--- src/rtl/srg_pkg.sv ---
package srg_pkg;

  typedef enum logic [1:0] {
    VERDICT_IDLE  = 2'd0,
    VERDICT_GRANT = 2'd1,
    VERDICT_BLOCK = 2'd2
  } verdict_e;

  // Protection applies only when the enable bit is set and the pin is low.
  function automatic logic guard_blocks(input logic en_bit, input logic guard_n);
    return en_bit && !guard_n;
  endfunction

endpackage

--- src/rtl/srg_protect_eval.sv ---
module srg_protect_eval #(
  parameter int SR_W   = 8,
  parameter int EN_BIT = 7
) (
  input  logic            clk,
  input  logic            rst_n,
  input  logic            fire_i,
  input  logic            guard_n_i,
  input  logic [SR_W-1:0] nv_i,
  output logic            allow_o,
  output logic            grant_o,
  output logic            reject_o
);
  import srg_pkg::*;

  verdict_e verdict_q;
  verdict_e verdict_d;

  assign allow_o = !guard_blocks(nv_i[EN_BIT], guard_n_i);

  always_comb begin
    verdict_d = VERDICT_IDLE;
    if (fire_i) verdict_d = allow_o ? VERDICT_GRANT : VERDICT_BLOCK;
  end

  always_ff @(posedge clk or negedge rst_n) begin
    if (!rst_n) verdict_q <= VERDICT_IDLE;
    else        verdict_q <= verdict_d;
  end

  assign grant_o  = (verdict_q == VERDICT_GRANT);
  assign reject_o = (verdict_q == VERDICT_BLOCK);

endmodule

--- src/rtl/srg_write_timer.sv ---
module srg_write_timer #(
  parameter int WR_CYCLES = 6
) (
  input  logic clk,
  input  logic rst_n,
  input  logic start_i,
  output logic busy_o,
  output logic last_o
);
  localparam int CNT_W = $clog2(WR_CYCLES + 1);
  localparam logic [CNT_W-1:0] LOAD = CNT_W'(WR_CYCLES);

  logic [CNT_W-1:0] cnt_q;

  always_ff @(posedge clk or negedge rst_n) begin
    if (!rst_n)       cnt_q <= '0;
    else if (start_i) cnt_q <= LOAD;
    else if (busy_o)  cnt_q <= cnt_q - 1'b1;
  end

  assign busy_o = (cnt_q != '0);
  assign last_o = (cnt_q == CNT_W'(1));

endmodule

--- src/rtl/srg_nv_store.sv ---
module srg_nv_store #(
  parameter int              SR_W     = 8,
  parameter logic [SR_W-1:0] NV_MASK  = 8'h8C,
  parameter logic [SR_W-1:0] VOL_MASK = 8'h03,
  parameter logic [SR_W-1:0] SR_RESET = 8'h00
) (
  input  logic            clk,
  input  logic            rst_n,
  input  logic            capture_i,
  input  logic [SR_W-1:0] cap_data_i,
  input  logic            commit_i,
  input  logic [SR_W-1:0] vol_i,
  output logic [SR_W-1:0] nv_o,
  output logic [SR_W-1:0] sr_o
);
  for (genvar i = 0; i < SR_W; i++) begin : g_bit
    if (NV_MASK[i]) begin : g_nv
      logic pend_q;
      logic cell_q;
      always_ff @(posedge clk or negedge rst_n) begin
        if (!rst_n)         pend_q <= 1'b0;
        else if (capture_i) pend_q <= cap_data_i[i];
      end
      always_ff @(posedge clk or negedge rst_n) begin
        if (!rst_n)        cell_q <= SR_RESET[i];
        else if (commit_i) cell_q <= pend_q;
      end
      assign nv_o[i] = cell_q;
      assign sr_o[i] = cell_q;
    end else if (VOL_MASK[i]) begin : g_vol
      assign nv_o[i] = 1'b0;
      assign sr_o[i] = vol_i[i];
    end else begin : g_unused
      assign nv_o[i] = 1'b0;
      assign sr_o[i] = 1'b0;
    end
  end

endmodule

--- src/rtl/sr_wp_gate.sv ---
module sr_wp_gate #(
  parameter int              SR_W      = 8,
  parameter int              EN_BIT    = 7,
  parameter logic [SR_W-1:0] NV_MASK   = 8'h8C,
  parameter logic [SR_W-1:0] VOL_MASK  = 8'h03,
  parameter logic [SR_W-1:0] SR_RESET  = 8'h00,
  parameter int              WR_CYCLES = 6
) (
  input  logic            clk,
  input  logic            rst_n,
  input  logic            guard_n_i,
  input  logic            ext_busy_i,
  input  logic            req_valid_i,
  output logic            req_ready_o,
  input  logic [SR_W-1:0] req_data_i,
  input  logic [SR_W-1:0] vol_i,
  output logic [SR_W-1:0] sr_o,
  output logic            wr_busy_o,
  output logic            grant_o,
  output logic            reject_o
);
  logic            fire;
  logic            allow;
  logic            start;
  logic            last;
  logic [SR_W-1:0] nv;

  assign req_ready_o = !wr_busy_o && !ext_busy_i;
  assign fire        = req_valid_i && req_ready_o;
  assign start       = fire && allow;

  srg_protect_eval #(.SR_W(SR_W), .EN_BIT(EN_BIT)) u_eval (
    .clk(clk), .rst_n(rst_n), .fire_i(fire), .guard_n_i(guard_n_i),
    .nv_i(nv), .allow_o(allow), .grant_o(grant_o), .reject_o(reject_o)
  );

  srg_write_timer #(.WR_CYCLES(WR_CYCLES)) u_timer (
    .clk(clk), .rst_n(rst_n), .start_i(start), .busy_o(wr_busy_o), .last_o(last)
  );

  srg_nv_store #(
    .SR_W(SR_W), .NV_MASK(NV_MASK), .VOL_MASK(VOL_MASK), .SR_RESET(SR_RESET)
  ) u_store (
    .clk(clk), .rst_n(rst_n), .capture_i(start), .cap_data_i(req_data_i),
    .commit_i(last), .vol_i(vol_i), .nv_o(nv), .sr_o(sr_o)
  );

endmodule

--- config.mk ---
export PLATFORM = sky130hd
export DESIGN_NAME = sr_wp_gate
export DESIGN_NICKNAME = d
export VERILOG_FILES = /design/src/rtl/srg_pkg.sv /design/src/rtl/srg_protect_eval.sv /design/src/rtl/srg_write_timer.sv /design/src/rtl/srg_nv_store.sv /design/src/rtl/sr_wp_gate.sv
export SDC_FILE = /design/constraint.sdc
export NUM_CORES = 1
export LEC_CHECK = 0
export CAP_MARGIN = 20
export CORE_MARGIN = 2
export CORE_UTILIZATION = 42
export CTS_BUF_LIST = sky130_fd_sc_hd__clkbuf_8
export DETAILED_ROUTE_END_ITERATION = 16
export PLACE_DENSITY_LB_ADDON = 0.15
export SLEW_MARGIN = 15
export SYNTH_ARGS = -nofsm -noshare
export SYNTH_HDL_FRONTEND = slang
export SYNTH_SLANG_ARGS = --single-unit
--- constraint.sdc ---
create_clock -name clk -period 2.6 [get_ports clk]
set_input_delay 0.26 -clock clk [delete_from_list [all_inputs] [get_ports clk]]
set_output_delay 0.26 -clock clk [all_outputs]
set_load 0.005 [all_outputs]
==> results.md <==
* Area grow syn2layout at 21.4%
* Unrepaired setup endpoints after global routing: no
* Finished Layout Cells at 75
* Mapped cell area at 603 um2
* Post-place setup slack at 0.765 ns
* Total grt overflow at 0
* Syn Area/Cell at 12.1 um2
* Buf+Inv Stages, Crit Path at 2
* Global-route wire length before repair at 1.50 mm
* Nets at 85
* DIE AREA at 0.00176 mm2
* Syn Inst Count at 50
* GR Util All Layers at 0.116
* Setup WS post-layout at 0.697 ns
* Final Hold Viols at 0
* Critical Path RT at 2.34 ns
* Crit-path leading delay family: buffers and inverters
* Maximum level of the CTS H-tree at 1
* CTS Sinks at 11
* Critical Path AT at 1.64 ns
* Vias at 341
* Most frequent cell after synthesis: dfrtp_1
* Status: complete, no violations
* EDFF count, synth at 0
* Period utilization at 0.732
* Die Y at 41.9 um
* Number of remaining DRC errors at 0
* Fin crit period at 1.90 ns
* Power Density at 1040 mW/mm2
* Top post-synthesis cells by count: 11 x dfrtp_1, 8 x buf_4
* Largest net degree at the start of global routing at 12
* Leakage at 0.361 nW
* CP max-delay cell: clkdlybuf4s50_1
* Die X-Extent at 41.9 um
* Top_reg_cell synth: dfrtp_1
* Vias per cell at 4.55
* Seq cells post-synth at 11
* Root Buffer: clkbuf_8
* Cell variety after synth at 21
* Post-Route WL at 897 um
* Clock buffers created by TritonCTS at 3
* Max cap viols at 0
* Final Max Slew Viols at 0
* DP Cell Count at 71
* Initial antenna violation count at 0
* Top-area cell type share of the netlist area at 0.456
* Worst Setup End Kind: output port
* Wire per inst at 12.0 um
* Max Freq at 0.526 GHz
* Post-synthesis sequential area ratio at 0.456
* Number of port buffers at 14
* Crit Path Max Fanout at 7
* Row count at 13
* Vias in the first global route at 327
* Post-CTS Resized at 0
* Overall power at 0.760 mW
* Crit start category: flop
* Pre-antenna DRT Iters at 2
* Violation count after the first detailed-routing iteration at 4
* I/O pin total at 33
* Core region area at 0.00132 mm2
* Worst vdd ir at 505 uV
* Worst skew pair latency at 0.23 ns
* Syn. warnings at 0
* Initial Util at 0.458
* Clk_skew at 0.000878 ns
* Worst path max stage delay at 0.50 ns
* GP Congestion at 0.667
* CTS tree: done
* Final setup violation count at 0
* Setup TNS at 0 ns
* CP Class: reg -> out
* Setup bufs post-CTS at 0
* Worst min path class: in -> async
* Synth area leader: dfrtp_1
* Clock-pin slew on the worst setup and hold paths at 0.05 ns
* Top post-synthesis cells by area: dfrtp_1 46%, buf_4 10%, mux2_4 7.5%
* Antenna viol nets, final at 0
* Layout cell share with drive strength beyond 1 at 0.200
* CP cell instances: inv_1 > ha_1 > nand2b_4 > nor2_1 > clkdlybuf4s50_1
* N_diodes at 0
* Cts hold-fix bufs at 0
* Ys async rst share at 1.00
* Longest Clk Path Bufs at 2
## worst reg2reg max path, cell delays in order, from the launching register on
cell	delay, ns
dfrtp_1	0.38
inv_1	0.12
ha_1	0.23
nand2b_4	0.10
nand4bb_1	0.48
mux2_4	0.43
## registers in the layout, summed over array words and instances (netlist names)
register,count
u_store.g_bit.g_nv.cell_q,3
u_store.g_bit.g_nv.pend_q,3
u_timer.cnt_q,3
u_eval.verdict_q,2
## cell families (layout without fill, tap and decap cells)
| logic type | count (synthesis) | after routing | synth area share |
|---|---|---|---|
| and+or+nand+nor | 13 | 13 | 0.149 |
| DFF | 11 | 11 | 0.456 |
| other | 1 | 3 | 0.00622 |
| adders and majority gates | 3 | 3 | 0.0622 |
| AOI/OAI and AO/OA | 1 | 1 | 0.00829 |
| buffers and inverters | 13 | 21 | 0.156 |
| muxes | 7 | 7 | 0.147 |
| xor gates and xnor gates | 1 | 1 | 0.0145 |
## area by class of cell
cell class / count / area, um2
flip-flops and latches: 11 / 275
fillers: 108 / 586
inverters: 3 / 11.3
multi-input cells: 28 / 241
clock buffers: 3 / 41.3
repair buffers: 14 / 140
clock inverters: 1 / 3.75
well taps: 15 / 18.8
## report_power, final
part | internal (mW) | switching, mW | leakage, nW | total (mW)
Combinational | 0.200 | 0.114 | 0.197 | 0.314
Sequential | 0.245 | 0.0418 | 0.137 | 0.287
Clock | 0.103 | 0.0560 | 0.0269 | 0.159
## layout by cell type, fill, tap and decap left out, drive strengths merged, types with 2 or more instances in the layout
cell / netlist / layout
clkbuf: 0 / 3
dfrtp: 11 / 11
inv: 3 / 4
nor2b: 2 / 2
nand2b: 2 / 2
clkdlybuf4s50: 0 / 14
ha: 3 / 3
mux2: 6 / 6
conb: 1 / 3
nor2: 3 / 3
and2: 2 / 2
## metal layers
metal / routed length (um) / share of wire / up-vias / global-route usage
met2: 416 / 0.46 / 15 / 0.184
li1: - / - / 166 / -
met4: 0 / 0 / 0 / 0.0774
met3: 71 / 0.079 / 0 / 0.0261
met1: 410 / 0.46 / 160 / 0.140
met5: 0 / 0 / - / 0
## metrics by stage
step,instance area (um2),hold slack [ns],util
finish,732,0.353,0.556
global route,732,0.387,0.556
CTS,732,0.365,0.556
detailed placement,687,0.495,0.521
global placement,687,0.492,0.521
floorplan,611,-0.0356,-
## path summary, 6_finish.rpt
check / startpoint / endpoint / slack, ns / cells past startpoint
min: rst_n / u_store.g_bit[7].g_nv.pend_q$_DFFE_PN0P_ / 0.35 / 1
min in group clk: u_store.g_bit[7].g_nv.pend_q$_DFFE_PN0P_ / u_store.g_bit[7].g_nv.pend_q$_DFFE_PN0P_ / 0.50 / 1
max in group asynchronous: rst_n / u_timer.cnt_q[2]$_DFFE_PN0P_ / 1.93 / 1
max: u_timer.cnt_q[0]$_DFFE_PN0P_ / req_ready_o / 0.70 / 5
max reg2reg: u_timer.cnt_q[0]$_DFFE_PN0P_ / u_store.g_bit[7].g_nv.pend_q$_DFFE_PN0P_ / 0.75 / 5
min reg2reg: u_store.g_bit[7].g_nv.pend_q$_DFFE_PN0P_ / u_store.g_bit[7].g_nv.pend_q$_DFFE_PN0P_ / 0.50 / 1
(Power assumes the default switching activity.)
